## config.mk

```make
export PLATFORM = sky130hd
export DESIGN_NAME = bus_relocator
export DESIGN_NICKNAME = d
export VERILOG_FILES = /design/src/rtl/reloc_pkg.sv /design/src/rtl/reloc_bank.sv /design/src/rtl/reloc_calc.sv /design/src/rtl/bus_relocator.sv
export SDC_FILE = /design/constraint.sdc
export NUM_CORES = 2
export LEC_CHECK = 0
export BUFFER_PORTS_ARGS = -buffer_cell sky130_fd_sc_hd__buf_2
export CORE_UTILIZATION = 45
export DETAILED_ROUTE_END_ITERATION = 8
export GPL_TIMING_DRIVEN = 0
export PLACE_DENSITY = 0.67
export REMOVE_ABC_BUFFERS = 1
export SLEW_MARGIN = 20
export SYNTH_ARGS = -nofsm -noshare
export SYNTH_HDL_FRONTEND = slang
export SYNTH_HIERARCHICAL = 1
export SYNTH_SLANG_ARGS = --single-unit
```

## constraint.sdc

```tcl
create_clock -name clk_i -period 3.9 [get_ports clk_i]
set_input_delay 0.585 -clock clk_i [delete_from_list [all_inputs] [get_ports clk_i]]
set_output_delay 0.585 -clock clk_i [all_outputs]
set_load 0.1 [all_outputs]
```

## src/rtl/reloc_pkg.sv

```systemverilog
package reloc_pkg;
  localparam int BUS_AW     = 18;
  localparam int PHYS_AW    = 22;
  localparam int PAGE_OFS_W = 13;
  localparam int CPU_BASE_W = 16;
  localparam int CPU_UNIT_SH = 6;  // processor base counts 64-byte units
  localparam int DMA_BASE_W = PHYS_AW;
endpackage

```

## src/rtl/reloc_bank.sv

```systemverilog
module reloc_bank #(
  parameter int IW     = 5,
  parameter int W      = 16,
  parameter int ID_SH  = 7,   // reset value of entry n is n << ID_SH
  parameter bit EVEN   = 1'b0,
  localparam int N     = 1 << IW
) (
  input  logic          clk_i,
  input  logic          rst_ni,
  input  logic          we_i,
  input  logic [IW-1:0] widx_i,
  input  logic [W-1:0]  wdata_i,
  input  logic [IW-1:0] ridx_i,
  output logic [W-1:0]  rdata_o
);
  localparam logic [W-1:0] WMASK = EVEN ? ~W'(1) : '1;

  logic [W-1:0] ent_q [N];
  logic [W-1:0] wval;

  assign wval = wdata_i & WMASK;

  always_ff @(posedge clk_i or negedge rst_ni) begin
    if (!rst_ni) begin
      for (int i = 0; i < N; i++) ent_q[i] <= W'(i << ID_SH);
    end else if (we_i) begin
      ent_q[widx_i] <= wval;
    end
  end

  assign rdata_o = ent_q[ridx_i];
endmodule

```

## src/rtl/reloc_calc.sv

```systemverilog
module reloc_calc #(
  parameter int BUS_AW  = 18,
  parameter int PHYS_AW = 22,
  parameter int OFS_W   = 13,
  parameter int CPU_W   = 16,
  parameter int CPU_SH  = 6,
  parameter int DMA_W   = 22
) (
  input  logic               dma_i,
  input  logic [BUS_AW-1:0]  addr_i,
  input  logic [CPU_W-1:0]   cpu_base_i,
  input  logic [DMA_W-1:0]   dma_base_i,
  output logic [PHYS_AW-1:0] paddr_o
);
  logic               io_page;
  logic [PHYS_AW-1:0] ofs, cpu_sum, dma_sum, io_addr;

  assign io_page = &addr_i[BUS_AW-1:OFS_W];
  assign ofs     = PHYS_AW'(addr_i[OFS_W-1:0]);
  assign cpu_sum = (PHYS_AW'(cpu_base_i) << CPU_SH) + ofs;
  assign dma_sum = PHYS_AW'(dma_base_i) + ofs;
  assign io_addr = {{(PHYS_AW-OFS_W){1'b1}}, addr_i[OFS_W-1:0]};

  always_comb begin
    if (io_page)    paddr_o = io_addr;
    else if (dma_i) paddr_o = dma_sum;
    else            paddr_o = cpu_sum;
  end
endmodule

```

## src/rtl/bus_relocator.sv

```systemverilog
module bus_relocator
  import reloc_pkg::*;
#(
  parameter int BUS_W  = BUS_AW,
  parameter int PHYS_W = PHYS_AW,
  parameter int OFS_W  = PAGE_OFS_W,
  parameter int CPU_W  = CPU_BASE_W,
  parameter int CPU_SH = CPU_UNIT_SH,
  localparam int IW    = BUS_W - OFS_W
) (
  input  logic              clk_i,
  input  logic              rst_ni,
  input  logic              wr_en_i,
  input  logic              wr_dma_i,
  input  logic [IW-1:0]     wr_idx_i,
  input  logic [PHYS_W-1:0] wr_data_i,
  input  logic              in_valid_i,
  input  logic              in_dma_i,
  input  logic [BUS_W-1:0]  in_addr_i,
  output logic              out_valid_o,
  output logic              out_dma_o,
  output logic [PHYS_W-1:0] out_addr_o
);
  logic [IW-1:0]     page_idx;
  logic [CPU_W-1:0]  cpu_base;
  logic [PHYS_W-1:0] dma_base;
  logic [PHYS_W-1:0] paddr;

  assign page_idx = in_addr_i[BUS_W-1:OFS_W];

  reloc_bank #(.IW(IW), .W(CPU_W), .ID_SH(OFS_W - CPU_SH), .EVEN(1'b0)) u_cpu_bank (
    .clk_i, .rst_ni,
    .we_i   (wr_en_i && !wr_dma_i),
    .widx_i (wr_idx_i),
    .wdata_i(wr_data_i[CPU_W-1:0]),
    .ridx_i (page_idx),
    .rdata_o(cpu_base)
  );

  reloc_bank #(.IW(IW), .W(PHYS_W), .ID_SH(OFS_W), .EVEN(1'b1)) u_dma_bank (
    .clk_i, .rst_ni,
    .we_i   (wr_en_i && wr_dma_i),
    .widx_i (wr_idx_i),
    .wdata_i(wr_data_i),
    .ridx_i (page_idx),
    .rdata_o(dma_base)
  );

  reloc_calc #(
    .BUS_AW(BUS_W), .PHYS_AW(PHYS_W), .OFS_W(OFS_W),
    .CPU_W(CPU_W), .CPU_SH(CPU_SH), .DMA_W(PHYS_W)
  ) u_calc (
    .dma_i     (in_dma_i),
    .addr_i    (in_addr_i),
    .cpu_base_i(cpu_base),
    .dma_base_i(dma_base),
    .paddr_o   (paddr)
  );

  always_ff @(posedge clk_i or negedge rst_ni) begin
    if (!rst_ni) begin
      out_valid_o <= 1'b0;
      out_dma_o   <= 1'b0;
      out_addr_o  <= '0;
    end else begin
      out_valid_o <= in_valid_i;
      if (in_valid_i) begin
        out_dma_o  <= in_dma_i;
        out_addr_o <= paddr;
      end
    end
  end
endmodule

```

==> run metrics <==
status completed; fin crit share 0.978; Pleak approximately 0.031 µW; post-synthesis cell area 57800 µm²; vias per inst around 6; DRT Pass-1 Iters 5; worst slack at placement -2.66 ns; Sequential Power Share 0.464; routed len/inst about 26 µm; CP Data Required Time approximately 4.5 ns; clk_lat worst skew ~0.76 ns; Final Wtd Congestion between 0.7 and 0.8; Compound-Gate Fraction of Synth Area 0.0508; total grt overflow 0; main combinational cell family by area after synthesis multiplexers; adder and majority gate portion of the synthesized area 0.00502; clk root buf clkbuf_16; f_max 0.262 GHz; final setup violation count 0; Final WS setup ~0.086 ns; unrepaired setup endpoints after global routing false; Synth Area in Simple Gates 0.0398; die width roughly 360 µm; Avg Cell Area, Syn approximately 14 µm²; Synth Register Bits ~1200; CTS tree built; CTS Buf Count 133; all-layer global routing usage 0.238; total clock sinks 1208; die area 130000 µm²; IO Port Bufs 74; yosys warns 6; Clock Tree Buf Depth 3; Final Skew 0.0234 ns; Tightest Pin Transition around 1.1 ns; routed vias around 35000; # H-tree levels 4; area added between synthesis and finish 13.3%; # IOs 75; CP Max Fanout 14; Hold Path Class in2reg; ranking of synthesized cells by area dfrtp_1 (45%), mux2_2 (23%), mux2i_1 (10%); ys flop type dfrtp_1; Detail Placement HPWL between 80 and 90 mm; global-route wire length before repair between 200 and 250 mm; post-synthesis mux area share 0.338; Synth top area share 0.454; Starting Density 0.453; # Max-Cap Violations 0; area leader, netlist dfrtp_1; synth unique cells around 70; fin nets about 4300; Slew headroom 0.249; Max IR drop VDD 0.392 mV; drt total wl around 160 mm; DRC Markers 0; CP startpoint kind primary input; CTS clk-pin slew, worst paths roughly 0.060 ns; share of layout cells above drive strength 1 0.434; Pwr Total around 33000 µW; CP arrival between 4 and 5 ns; fraction of registers with async set/reset 1.00; fill cell instance count of the final layout 10700; Syn Inst Count 4264; Final Hold Vio Count 0; P_sw approximately 8700 µW; XOR/XNOR Fraction of Synth Area 0.00379; die height 360 µm; post-route antenna net violation count 0; CP Capture Type flip-flop; vias in the first global route 36300; cell-internal power approximately 24000 µW; power density over the cells 501 nW/µm²; core area between 100000 and 150000 µm²; row count between 100 and 150; Final Core Density 0.513; Slew Limit Fails 0; crit path kind in2reg; Post-synth EDFFs 0; DRT iter0 DRCs around 2700; register area share after synthesis 0.527; Comb power frac 0.157; initial antenna violation count 15; Final min period 3.81 ns; Clk pwr share 0.380; largest net degree at the start of global routing about 140; Net Sw Frac 0.265
==> area by class of cell <==
| class | instances | area [µm²] | area share |
|---|---|---|---|
| Antenna cell | 8 | 20.0 | 0.000306 |
| Clock buffer | 207 | 4030 | 0.0616 |
| Clock inverter | 40 | 362 | 0.00553 |
| Inverter | 5 | 18.8 | 0.000287 |
| Multi-Input combinational cell | 2679 | 25800 | 0.395 |
| Sequential cell | 1208 | 30400 | 0.465 |
| Tap cell | 1662 | 2080 | 0.0318 |
| Timing Repair Buffer | 171 | 2660 | 0.0406 |
==> layer usage <==
layer | vias up | part of all wire | global-route usage
met5 | - | 0.0012 | 0
met4 | 14 | 0.023 | 0.0693
met3 | 201 | 0.073 | 0.0661
met2 | 866 | 0.44 | 0.355
met1 | 18800 | 0.46 | 0.336
li1 | 15500 | - | -
==> power by group through the flow <==
stage | Sequential, µW | Clock [µW] | Combinational (µW)
5_1_grt | 15400 | 13200 | 5520
6_report | 15200 | 12500 | 5130
2_1_floorplan | 15600 | 0 | 2860
3_3_place_gp | 15300 | 0 | 5180
3_5_place_dp | 15400 | 0 | 4890
4_1_cts | 15200 | 12700 | 5060
==> logic make-up (layout without fill, tap and decap cells) <==
group	count (synthesis)	count (layout)
other cells	1	9
compound gates	411	411
mux	1802	1802
fa+ha+maj	22	22
xor+xnor	25	25
flops	1208	1208
buf+inv	381	423
simple gates	414	418
==> worst paths after layout <==
check	startpoint	endpoint	slack, ns	cells past startpoint
max reg2reg	u_dma_bank/ent_q[639]$_DFFE_PN0P_	out_addr_o[16]$_DFFE_PN0P_	0.22	15
min	in_addr_i[0]	out_addr_o[0]$_DFFE_PN0P_	0.19	4
min in group asynchronous	rst_ni	u_dma_bank/ent_q[678]$_DFFE_PN0P_	0.30	2
min reg2reg	u_dma_bank/ent_q[25]$_DFFE_PN0P_	u_dma_bank/ent_q[25]$_DFFE_PN0P_	0.49	1
max in group asynchronous	rst_ni	u_cpu_bank/ent_q[187]$_DFFE_PN1P_	1.58	5
max	in_addr_i[15]	out_addr_o[16]$_DFFE_PN0P_	0.09	18
==> stage by stage <==
| stage | setup TNS (ns) | hold WS (ns) | instance area (µm²) | instances |
|---|---|---|---|---|
| floorplan | -37.16 | 0.289 | 55700 | 3888 |
| global placement | - | 0.467 | 58200 | 5624 |
| detailed placement | -42.09 | 0.461 | 59800 | 5675 |
| CTS | 0 | 0.142 | 65000 | 5951 |
| global route | 0 | 0.196 | 65400 | 5973 |
| finish | 0 | 0.191 | 65400 | 5980 |
==> cell usage after synthesis, types with 3 or more instances <==
| cell type | n |
|---|---|
| a31oi_1 | 42 |
| nor3b_1 | 3 |
| o21ai_1 | 4 |
| nand3_1 | 83 |
| mux2_1 | 17 |
| xor2_1 | 12 |
| nor3_1 | 46 |
| and2_1 | 5 |
| buf_6 | 30 |
| nand3b_1 | 4 |
| o31ai_1 | 3 |
| a21o_1 | 8 |
| o21ai_0 | 15 |
| a211o_1 | 3 |
| mux2i_1 | 595 |
| clkbuf_1 | 172 |
| nor2_4 | 14 |
| dfstp_2 | 160 |
| o21bai_1 | 3 |
| nand2_2 | 16 |
| nand3b_2 | 4 |
| or3_1 | 3 |
| xnor2_1 | 13 |
| dfrtp_1 | 1048 |
| ha_1 | 20 |
| buf_1 | 6 |
| buf_4 | 72 |
| a21oi_1 | 87 |
| nand2b_1 | 7 |
| inv_1 | 5 |
| nor2_1 | 30 |
| nand4_1 | 44 |
| mux2_2 | 1190 |
| a22o_1 | 74 |
| nor3b_2 | 7 |
| buf_2 | 95 |
| a211oi_1 | 4 |
| or2_1 | 3 |
| and3_1 | 5 |
| nor2b_1 | 8 |
| nor2_8 | 4 |
| nand2_1 | 114 |
| and4_1 | 3 |
| a22oi_1 | 149 |
==> worst max-delay path: stages <==
cell and delay (ns):
buf_8 0.19, nor2b_4 0.28, buf_4 0.14, buf_4 0.14, buf_16 0.17, a22oi_1 0.13, a31oi_4 0.32, nand3_4 0.18
ha_4 0.33, a211oi_4 0.06, buf_4 0.17, or4b_4 0.55, a21oi_4 0.20, o21a_4 0.18, o2111ai_2 0.13, xor2_1 0.20
a22oi_2 0.14, mux2_2 0.32
==> sequential cells by signal (all words and copies together) (netlist names) <==
register,count
u_dma_bank/ent_q,672
u_cpu_bank/ent_q,512
out_addr_o,22
out_dma_o,1
out_valid_o,1
==> layout by cell type (no fill, tap or decap), types with 5 or more instances in the layout <==
master / Yosys / routed
a22oi_1: 149 / 147
mux2i_1: 595 / 595
mux2_1: 17 / 17
mux2_2: 1190 / 1190
nor3b_2: 7 / 7
buf_4: 72 / 38
nand2_2: 16 / 31
nand4_1: 44 / 44
diode_2: 0 / 8
clkinv_2: 0 / 23
xor2_1: 12 / 12
nor2_4: 14 / 28
xnor2_1: 13 / 13
nor3_1: 46 / 38
buf_2: 95 / 53
o21ai_1: 4 / 5
o21ai_0: 15 / 12
a21oi_1: 87 / 86
nor2_1: 30 / 16
a21o_1: 8 / 8
dfstp_2: 160 / 160
buf_16: 0 / 42
clkbuf_1: 172 / 37
a31oi_4: 1 / 7
a31oi_2: 0 / 5
ha_1: 20 / 17
clkinv_8: 0 / 5
a31oi_1: 42 / 31
nand3_1: 83 / 78
clkbuf_8: 0 / 33
buf_12: 0 / 11
a22o_1: 74 / 74
nand2_1: 114 / 99
dfrtp_1: 1048 / 1048
and3_1: 5 / 5
inv_1: 5 / 5
nor3_2: 1 / 8
clkbuf_16: 0 / 145
bufbuf_16: 0 / 15
==> timing repair <==
| action | CTS | global route |
|---|---|---|
| setup endpoints to repair | 18 | 15 |
| hold buffers | 1 | 0 |
| hold endpoints to repair | 36 | 0 |
| setup buffers | 12 | 12 |
| gates cloned | 17 | 9 |
| gates resized for setup | 48 | 27 |
| pin swaps | 8 | 7 |
(Power assumes the default switching activity.)
